==> config.mk <==
export PLATFORM = sky130hd
export DESIGN_NAME = pwr_mode_ctrl
export DESIGN_NICKNAME = d
export VERILOG_FILES = /design/src/rtl/pmc_pkg.sv /design/src/rtl/pmc_level_filter.sv /design/src/rtl/pmc_datapath.sv /design/src/rtl/pmc_ctrl.sv /design/src/rtl/pwr_mode_ctrl.sv
export SDC_FILE = /design/constraint.sdc
export NUM_CORES = 1
export LEC_CHECK = 0
export ABC_AREA = 1
export BUFFER_PORTS_ARGS = -buffer_cell sky130_fd_sc_hd__buf_2
export CORE_ASPECT_RATIO = 1.25
export CORE_UTILIZATION = 57
export CTS_CLUSTER_SIZE = 16
export DETAILED_ROUTE_END_ITERATION = 10
export PLACE_DENSITY_LB_ADDON = 0.2
export SYNTH_ARGS = -nofsm -noshare
export SYNTH_HDL_FRONTEND = slang
export SYNTH_HIERARCHICAL = 1
export SYNTH_SLANG_ARGS = --single-unit
==> constraint.sdc <==
create_clock -name clk -period 1.7 [get_ports clk]
set_clock_uncertainty 0.2 [all_clocks]
set_input_delay 0.34 -clock clk [delete_from_list [all_inputs] [get_ports clk]]
set_output_delay 0.34 -clock clk [all_outputs]
set_load 0.05 [all_outputs]
==> src/rtl/pmc_pkg.sv <==
package pmc_pkg;

  typedef enum logic {
    MODE_ACTIVE = 1'b0,
    MODE_SLEEP  = 1'b1
  } pmcMode_e;

  // strobes from control to datapath
  typedef struct packed {
    logic sleepMode;
    logic clrArm;
  } pmcCtrl_t;

  // qualified events from datapath to control
  typedef struct packed {
    logic pinOk;
    logic busOk;
    logic sleepOk;
  } pmcEvt_t;

endpackage

==> src/rtl/pmc_level_filter.sv <==
module pmc_level_filter #(
  parameter int THRESH = 2,
  parameter int CNT_W  = 4
) (
  input  logic clk,
  input  logic rstN,
  input  logic tick,
  input  logic enable,
  input  logic level,
  output logic ok
);
  localparam logic [CNT_W-1:0] LIMIT = CNT_W'(THRESH);

  logic [CNT_W-1:0] cnt;

  // any cycle without the level restarts the count
  always_ff @(posedge clk or negedge rstN) begin
    if (!rstN) begin
      cnt <= '0;
    end else if (!enable || !level) begin
      cnt <= '0;
    end else if (tick && (cnt < LIMIT)) begin
      cnt <= cnt + 1'b1;
    end
  end

  assign ok = enable && level && (cnt == LIMIT);

endmodule

==> src/rtl/pmc_datapath.sv <==
module pmc_datapath
  import pmc_pkg::*;
#(
  parameter int PIN_TICKS   = 2,
  parameter int BUS_TICKS   = 7,
  parameter int SLEEP_TICKS = 2,
  parameter int CNT_W       = 4
) (
  input  logic     clk,
  input  logic     rstN,
  input  logic     tick,
  input  logic     wakePin,
  input  logic     busLevel,
  input  logic     keepAlive,
  input  pmcCtrl_t ctrl,
  output pmcEvt_t  evt
);
  logic highOk;
  logic armed;
  logic lowOk;

  pmc_level_filter #(.THRESH(PIN_TICKS), .CNT_W(CNT_W)) u_pinFilt (
    .clk(clk), .rstN(rstN), .tick(tick),
    .enable(ctrl.sleepMode), .level(wakePin), .ok(evt.pinOk)
  );

  pmc_level_filter #(.THRESH(BUS_TICKS), .CNT_W(CNT_W)) u_busFilt (
    .clk(clk), .rstN(rstN), .tick(tick),
    .enable(ctrl.sleepMode), .level(!busLevel), .ok(evt.busOk)
  );

  pmc_level_filter #(.THRESH(SLEEP_TICKS), .CNT_W(CNT_W)) u_highFilt (
    .clk(clk), .rstN(rstN), .tick(tick),
    .enable(!ctrl.sleepMode), .level(keepAlive), .ok(highOk)
  );

  pmc_level_filter #(.THRESH(SLEEP_TICKS), .CNT_W(CNT_W)) u_lowFilt (
    .clk(clk), .rstN(rstN), .tick(tick),
    .enable(!ctrl.sleepMode && armed), .level(!keepAlive), .ok(lowOk)
  );

  // keep-alive qualified high; persists until the next sleep entry
  always_ff @(posedge clk or negedge rstN) begin
    if (!rstN) begin
      armed <= 1'b0;
    end else if (ctrl.clrArm) begin
      armed <= 1'b0;
    end else if (highOk) begin
      armed <= 1'b1;
    end
  end

  assign evt.sleepOk = lowOk;

endmodule

==> src/rtl/pmc_ctrl.sv <==
module pmc_ctrl
  import pmc_pkg::*;
(
  input  logic     clk,
  input  logic     rstN,
  input  logic     wdSync,
  input  pmcEvt_t  evt,
  output pmcCtrl_t ctrl,
  output logic     isActive,
  output logic     srcLatched,
  output logic     srcIsBus
);
  pmcMode_e mode;
  pmcMode_e modeNext;
  logic     wakeNow;

  always_comb begin
    modeNext     = mode;
    ctrl.clrArm  = 1'b0;
    wakeNow      = 1'b0;
    unique case (mode)
      MODE_ACTIVE: begin
        if (evt.sleepOk) begin
          modeNext    = MODE_SLEEP;
          ctrl.clrArm = 1'b1;
        end
      end
      MODE_SLEEP: begin
        if (evt.pinOk || evt.busOk) begin
          modeNext = MODE_ACTIVE;
          wakeNow  = 1'b1;
        end
      end
      default: modeNext = MODE_ACTIVE;
    endcase
  end

  assign ctrl.sleepMode = (mode == MODE_SLEEP);
  assign isActive       = (mode == MODE_ACTIVE);

  always_ff @(posedge clk or negedge rstN) begin
    if (!rstN) begin
      mode <= MODE_ACTIVE;
    end else begin
      mode <= modeNext;
    end
  end

  // wake-source record; pin wins if both qualify together
  always_ff @(posedge clk or negedge rstN) begin
    if (!rstN) begin
      srcLatched <= 1'b0;
      srcIsBus   <= 1'b0;
    end else if (wakeNow) begin
      srcLatched <= 1'b1;
      srcIsBus   <= !evt.pinOk;
    end else if (isActive && wdSync) begin
      srcLatched <= 1'b0;
      srcIsBus   <= 1'b0;
    end
  end

endmodule

==> src/rtl/pwr_mode_ctrl.sv <==
module pwr_mode_ctrl
  import pmc_pkg::*;
#(
  parameter int PIN_TICKS   = 2,
  parameter int BUS_TICKS   = 7,
  parameter int SLEEP_TICKS = 2,
  parameter int CNT_W       = 4
) (
  input  logic clk,
  input  logic rstN,
  input  logic tick,
  input  logic wakePin,
  input  logic busLevel,
  input  logic keepAlive,
  input  logic wdSync,
  output logic active,
  output logic wdEnable,
  output logic battSwEn,
  output logic srcLatched,
  output logic srcIsBus
);
  pmcCtrl_t ctrl;
  pmcEvt_t  evt;
  logic     isActive;

  pmc_datapath #(
    .PIN_TICKS(PIN_TICKS), .BUS_TICKS(BUS_TICKS),
    .SLEEP_TICKS(SLEEP_TICKS), .CNT_W(CNT_W)
  ) u_dp (
    .clk(clk), .rstN(rstN), .tick(tick), .wakePin(wakePin),
    .busLevel(busLevel), .keepAlive(keepAlive), .ctrl(ctrl), .evt(evt)
  );

  pmc_ctrl u_ctrl (
    .clk(clk), .rstN(rstN), .wdSync(wdSync), .evt(evt), .ctrl(ctrl),
    .isActive(isActive), .srcLatched(srcLatched), .srcIsBus(srcIsBus)
  );

  assign active   = isActive;
  assign wdEnable = isActive;
  assign battSwEn = isActive;

endmodule

=== Word level (Yosys, flattened, before mapping) ===
Index checks and enable logic that the tools add are counted.
W data, S select, Z words.

* Bits in registers: 20
* Latch bits: 0
* Memory bits (writable): 0
* ROM bits: 0
* Bits of input ports: 7
* Logic and storage cells: 71
* Memories: 0

* Add/sub/neg operators: 4
* $mul: 0
* Divide/modulo/power cells: 0
* $lt $le $gt $ge: 4
* Equality and inequality tests: 4
* Shifts and indexed selects: 0
* Mux-type cells: 19
* Bitwise operators: 1
* Reduce and logical (&&, ||, !) cells: 31

{| class="wikitable"
|+ Operators by type and width
! kind !! number
|-
| $mux W4 || 8
|-
| $add A4 B1 Y4 const B || 4
|-
| $logic_and A1 B1 Y1 || 14
|-
| $eq A4 B2 Y1 const B || 3
|-
| $lt A4 B2 Y1 const B || 3
|-
| $reduce_bool A2 Y1 || 6
|-
| $mux W1 || 10
|-
| $logic_not A1 Y1 || 6
|-
| $logic_or A1 B1 Y1 || 5
|-
| $eq A4 B3 Y1 const B || 1
|-
| $lt A4 B3 Y1 const B || 1
|-
| $pmux W1 S2 || 1
|-
| $not A1 Y1 || 1
|}

=== Longest topological paths before layout ===
* Word-level depth: 7
* Mapped depth: 8
* Mapped depth without buffers: 7

=== Modules after synthesis ===
Netlist, hierarchy kept.

{| class="wikitable"
|+ Modules (own cells, without submodules)
! module !! times used !! cells an instance !! area each (µm²)
|-
| pmc_level_filter (u_dp.u_highFilt ...) || 3 || 34 || 241.5
|-
| pmc_level_filter (u_dp.u_busFilt) || 1 || 28 || 224.0
|-
| pmc_ctrl || 1 || 17 || 146.4
|-
| pmc_datapath || 1 || 9 || 58.8
|-
| pwr_mode_ctrl || 1 || 2 || 15.0
|}

=== Worst setup path after synthesis ===
OpenSTA, ideal clock, no wires.

* Kind: flip-flop to output port
* Start point: register u_ctrl.mode
* End point: output port battSwEn
* Data arrival time: 905 ps
* Required time: 1160 ps
* Setup slack: 255 ps
* Cell stages (with the launch flop): 3
* Path buffers: 1
* Cells stage by stage: dfrtp_1 inv_2 buf_4

* Word-level cells in the longest chain between the ends: 1

{| class="wikitable"
|+ Ends and longest elaborated chain
! element !! line !! RTL
|-
| from (decl) || pmc_ctrl.sv:13 || <nowiki>pmcMode_e mode;</nowiki>
|-
| from (signal assigned) || pmc_ctrl.sv:45 || <nowiki>mode <= modeNext;</nowiki>
|-
| $not A1 Y1 || n/a ||
|-
| to (decl) || pwr_mode_ctrl.sv:18 || <nowiki>output logic battSwEn,</nowiki>
|}

No other way between the ends.

=== Final worst setup path ===
* Start point: register u_ctrl.mode
* End point: output port wdEnable

* Word-level cells in the longest chain between the ends: 1

{| class="wikitable"
|+ Ends and longest elaborated chain
! element !! line !! RTL
|-
| $not A1 Y1 || n/a ||
|-
| to (decl) || pwr_mode_ctrl.sv:17 || <nowiki>output logic wdEnable,</nowiki>
|}

No other way between the ends.

==> results.txt <==
----------------------------------------------------
[Run status]
  Run status ... finished, final reports clean

[Synth]
  Area of the mapped netlist ... 1170 sq um
  Share of the yosys chip area belonging to registers ... a little over two fifths
  Area share of the leading cell type in the synthesized netlist ... between 40 and 50%
  Number of synthesized register bits ... 20
  Synthesized Nets ... approximately 170
  Yosys top cell by area ... sky130_fd_sc_hd__dfrtp_1
  Count of mapped cells out of synthesis ... roughly 160
  Ranking of synthesized cells by area ... sky130_fd_sc_hd__dfrtp_1, sky130_fd_sc_hd__nand3_1, sky130_fd_sc_hd__nand2_1
  Mean cell area of the mapped netlist ... 7.40 sq um
  Yosys warning count ... 6
  Yosys cell types ... 16

[Worst setup path]
  Startpoint-to-endpoint class of the critical path ... reg -> out
  Required time at the worst-slack endpoint ... roughly 1.2 ns
  Capture point of the worst path ... wdEnable
  R2R setup slack ... 0.16 ns
  CP Launch Type ... flip-flop
  Endpoint of the most critical register-to-register path ... u_ctrl/mode
  Launching element of the worst setup path ... u_ctrl/mode
  Crit path arrival time ... ~1.1 ns
  Logic depth of the worst register-to-register path ... 5
  Endpoint class of the critical path ... primary output
  Highest net fanout along the worst path ... 8
  R2r startpoint ... u_dp/u_busFilt/cnt[0]

[Placed design]
  Buffers added on ports ... 11
  Final weighted congestion in routability-driven placement ... 0.831
  Post-detailed-placement cell area ... 1220 sq um
  Post-DP HPWL ... 1530 um

[Timing]
  Actual slew at the worst max-slew pin ... about 0.44 ns
  Total of endpoints with negative setup slack in the final report ... 0
  Achievable Freq ... between 600 and 700 MHz
  Minimum clock period after layout ... about 1.6 ns
  Slew Viols, Final ... 0
  Hold Violations, Final ... 0
  Setup repair after global routing missed its margin ... no
  Final worst path period share ... about 96%
  Relative slew slack ... between 70% and 80%

[Floorplan]
  Die Y ... roughly 53 um
  Placeable core area ... around 1900 sq um
  Initial cell density of the core ... ~63%
  Std-Cell Rows ... 17
  Die X ... ~43 um
  Die Area ... approximately 2200 sq um
  I/O pin total ... 12

[Global routing]
  Via count of the first global-routing pass ... between 900 and 1000
  Number of antenna violations at the first check in global routing ... 0
  Pin count of the biggest net entering global routing ... 21
  Global route total overflow ... 0
  GR Util All Layers ... 21.1%
  Wire length of the first global-routing pass ... roughly 3500 um

[Detailed routing]
  Remaining routing DRC violations ... 0
  Number of vias per cell ... a little over 5
  Drt first pass iters ... 4
  Number of routed nets with antenna violations ... 0
  Total number of vias ... 962
  Total length of routed wires ... 1980 um
  Routed wire length per instance ... roughly 10 um
  Violation count after the first detailed-route iteration ... 19

[Power and ir drop]
  Sequential share of power ... about 46%
  Worst-case vdd ir drop ... 672 uV
  Post-route total power ... 1.28 mW
  P_int ... about 0.80 mW
  Power dissipated by switching net loads ... 0.477 mW
  Share of power burned in the clock network ... a little over a fifth
  Logic pwr share ... between 30% and 40%
  Sw Share ... between 30% and 40%
  Pwr Density ... just under 1000 nW/um^2
  Leak ... 0.767 nW

[Finish]
  Most frequent cells in the layout ... sky130_fd_sc_hd__nand2_1, sky130_fd_sc_hd__inv_1, sky130_fd_sc_hd__nand3_1
  Number of diodes added for antenna fixing ... 0
  Fraction of final layout cells sized beyond drive strength 1 ... between 10% and 20%
  Area of all placed cells without fillers ... approximately 1300 sq um
  Nets@finish ... ~190
  Layout Area Growth over Synthesis ... 10.2%
  Most common cell after layout, fill and taps aside ... sky130_fd_sc_hd__nand2_1

[Clocking]
  Clock Tree Buf Depth ... 2
  Clock tree from TritonCTS ... built
  H-tree Lvls ... 1
  Clk Tree Root Cell ... sky130_fd_sc_hd__clkbuf_4
  Clock insertion delay at the later pin of the skew report ... roughly 0.31 ns
  Clock transition time at the flip-flop clock pins of the worst setup and hold paths ... 0.11 ns
  Sinks on the clock net ... 20
  Number of buffers inserted during clock tree synthesis ... 3

[Job]
  Number of violations of the max-capacitance limit ... 0

[Hold path]
  Path category of the worst min-delay check ... in -> reg
  Start point of the worst hold path ... wakePin

----------------------------------------------------
[power by group through the flow]
stage               clock network (mW)  registers [mW]  logic (mW)
finish                           0.276           0.588       0.413
CTS                              0.286           0.593       0.380
global route                     0.300           0.598       0.471
floorplan                            0           0.581       0.334
global placement                     0           0.597       0.361
detailed placement                   0           0.602       0.373
[registers in the layout (all words and copies together), names as in the netlist]
| name | flops |
|---|---|
| u_dp/u_busFilt/cnt | 4 |
| u_dp/u_highFilt/cnt | 4 |
| u_dp/u_lowFilt/cnt | 4 |
| u_dp/u_pinFilt/cnt | 4 |
| u_ctrl/mode | 1 |
| u_ctrl/srcIsBus | 1 |
| u_ctrl/srcLatched | 1 |
| u_dp/armed | 1 |
[kinds of logic after synthesis]
family          synth area share [%]
buf+inv                         13.2
flops                           42.8
compound gates                  3.00
simple gates                    33.5
fa+ha+maj                       7.49
[per-stage QoR]
step | utilization [%] | setup TNS, ns | worst slack, ns | cells | hold slack [ns]
2_1_floorplan | - | 0 | 0.255 | 158 | -0.156
3_3_place_gp | 65.8 | 0 | 0.255 | 184 | 0.107
3_5_place_dp | 65.8 | 0 | 0.179 | 184 | 0.111
4_1_cts | 68.4 | -0.105 | -0.0528 | 189 | 0.0602
5_1_grt | 69.6 | 0 | 0.0128 | 191 | 0.0967
6_report | 69.6 | 0 | 0.0685 | 191 | 0.0618
[timing repair]
item / 4_1_cts / 5_1_grt
resized for setup: 1 / 3
hold buffers: 1 / 0
endpoints found under the setup margin: 3 / 4
hold endpoints to repair: 20 / 0
buffers inserted: 0 / 2
[layer usage]
metal	track usage, %	vias to the layer above	wire [um]
met5	0	-	0
met4	12.5	0	43
met3	2.41	5	41
met2	38.5	13	1050
met1	23.4	439	840
li1	-	505	-
[worst min-delay path by stage]
stage | to | slack, ns | depth (start not counted)
global placement | u_dp/u_pinFilt/cnt[3] | 0.11 | 1
floorplan | u_ctrl/mode | -0.16 | 0
finish | u_dp/u_pinFilt/cnt[1] | 0.06 | 3
CTS | u_dp/u_pinFilt/cnt[1] | 0.06 | 3
global route | u_dp/u_pinFilt/cnt[1] | 0.1 | 3
detailed placement | u_dp/u_pinFilt/cnt[3] | 0.11 | 1
[layout make-up]
type	count	area [sq um]
Clock buffer	4	36.3
Fill cell	166	563
Inverter	33	124
Multi-Input combinational cell	101	514
Sequential cell	20	502
Tap cell	19	23.8
Timing Repair Buffer	14	87.6
[cells in the mapped netlist]
library cell / number
sky130_fd_sc_hd__a21oi_2: 2
sky130_fd_sc_hd__a21oi_1: 1
sky130_fd_sc_hd__inv_2: 3
sky130_fd_sc_hd__o21a_1: 1
sky130_fd_sc_hd__nor2_1: 20
sky130_fd_sc_hd__nand3_1: 26
sky130_fd_sc_hd__buf_4: 4
sky130_fd_sc_hd__nand2_1: 34
sky130_fd_sc_hd__ha_1: 7
sky130_fd_sc_hd__nand3_2: 1
sky130_fd_sc_hd__nor2_2: 4
sky130_fd_sc_hd__o21ai_0: 1
sky130_fd_sc_hd__dfrtp_1: 20
sky130_fd_sc_hd__inv_1: 30
sky130_fd_sc_hd__nand2_2: 3
sky130_fd_sc_hd__nor3_1: 1
[critical path, cell delays in order (launching register included)]
cell	delay, ns
sky130_fd_sc_hd__dfrtp_2	0.47
sky130_fd_sc_hd__inv_2	0.10
sky130_fd_sc_hd__clkbuf_4	0.23
Power figures use the tool's default switching activity.
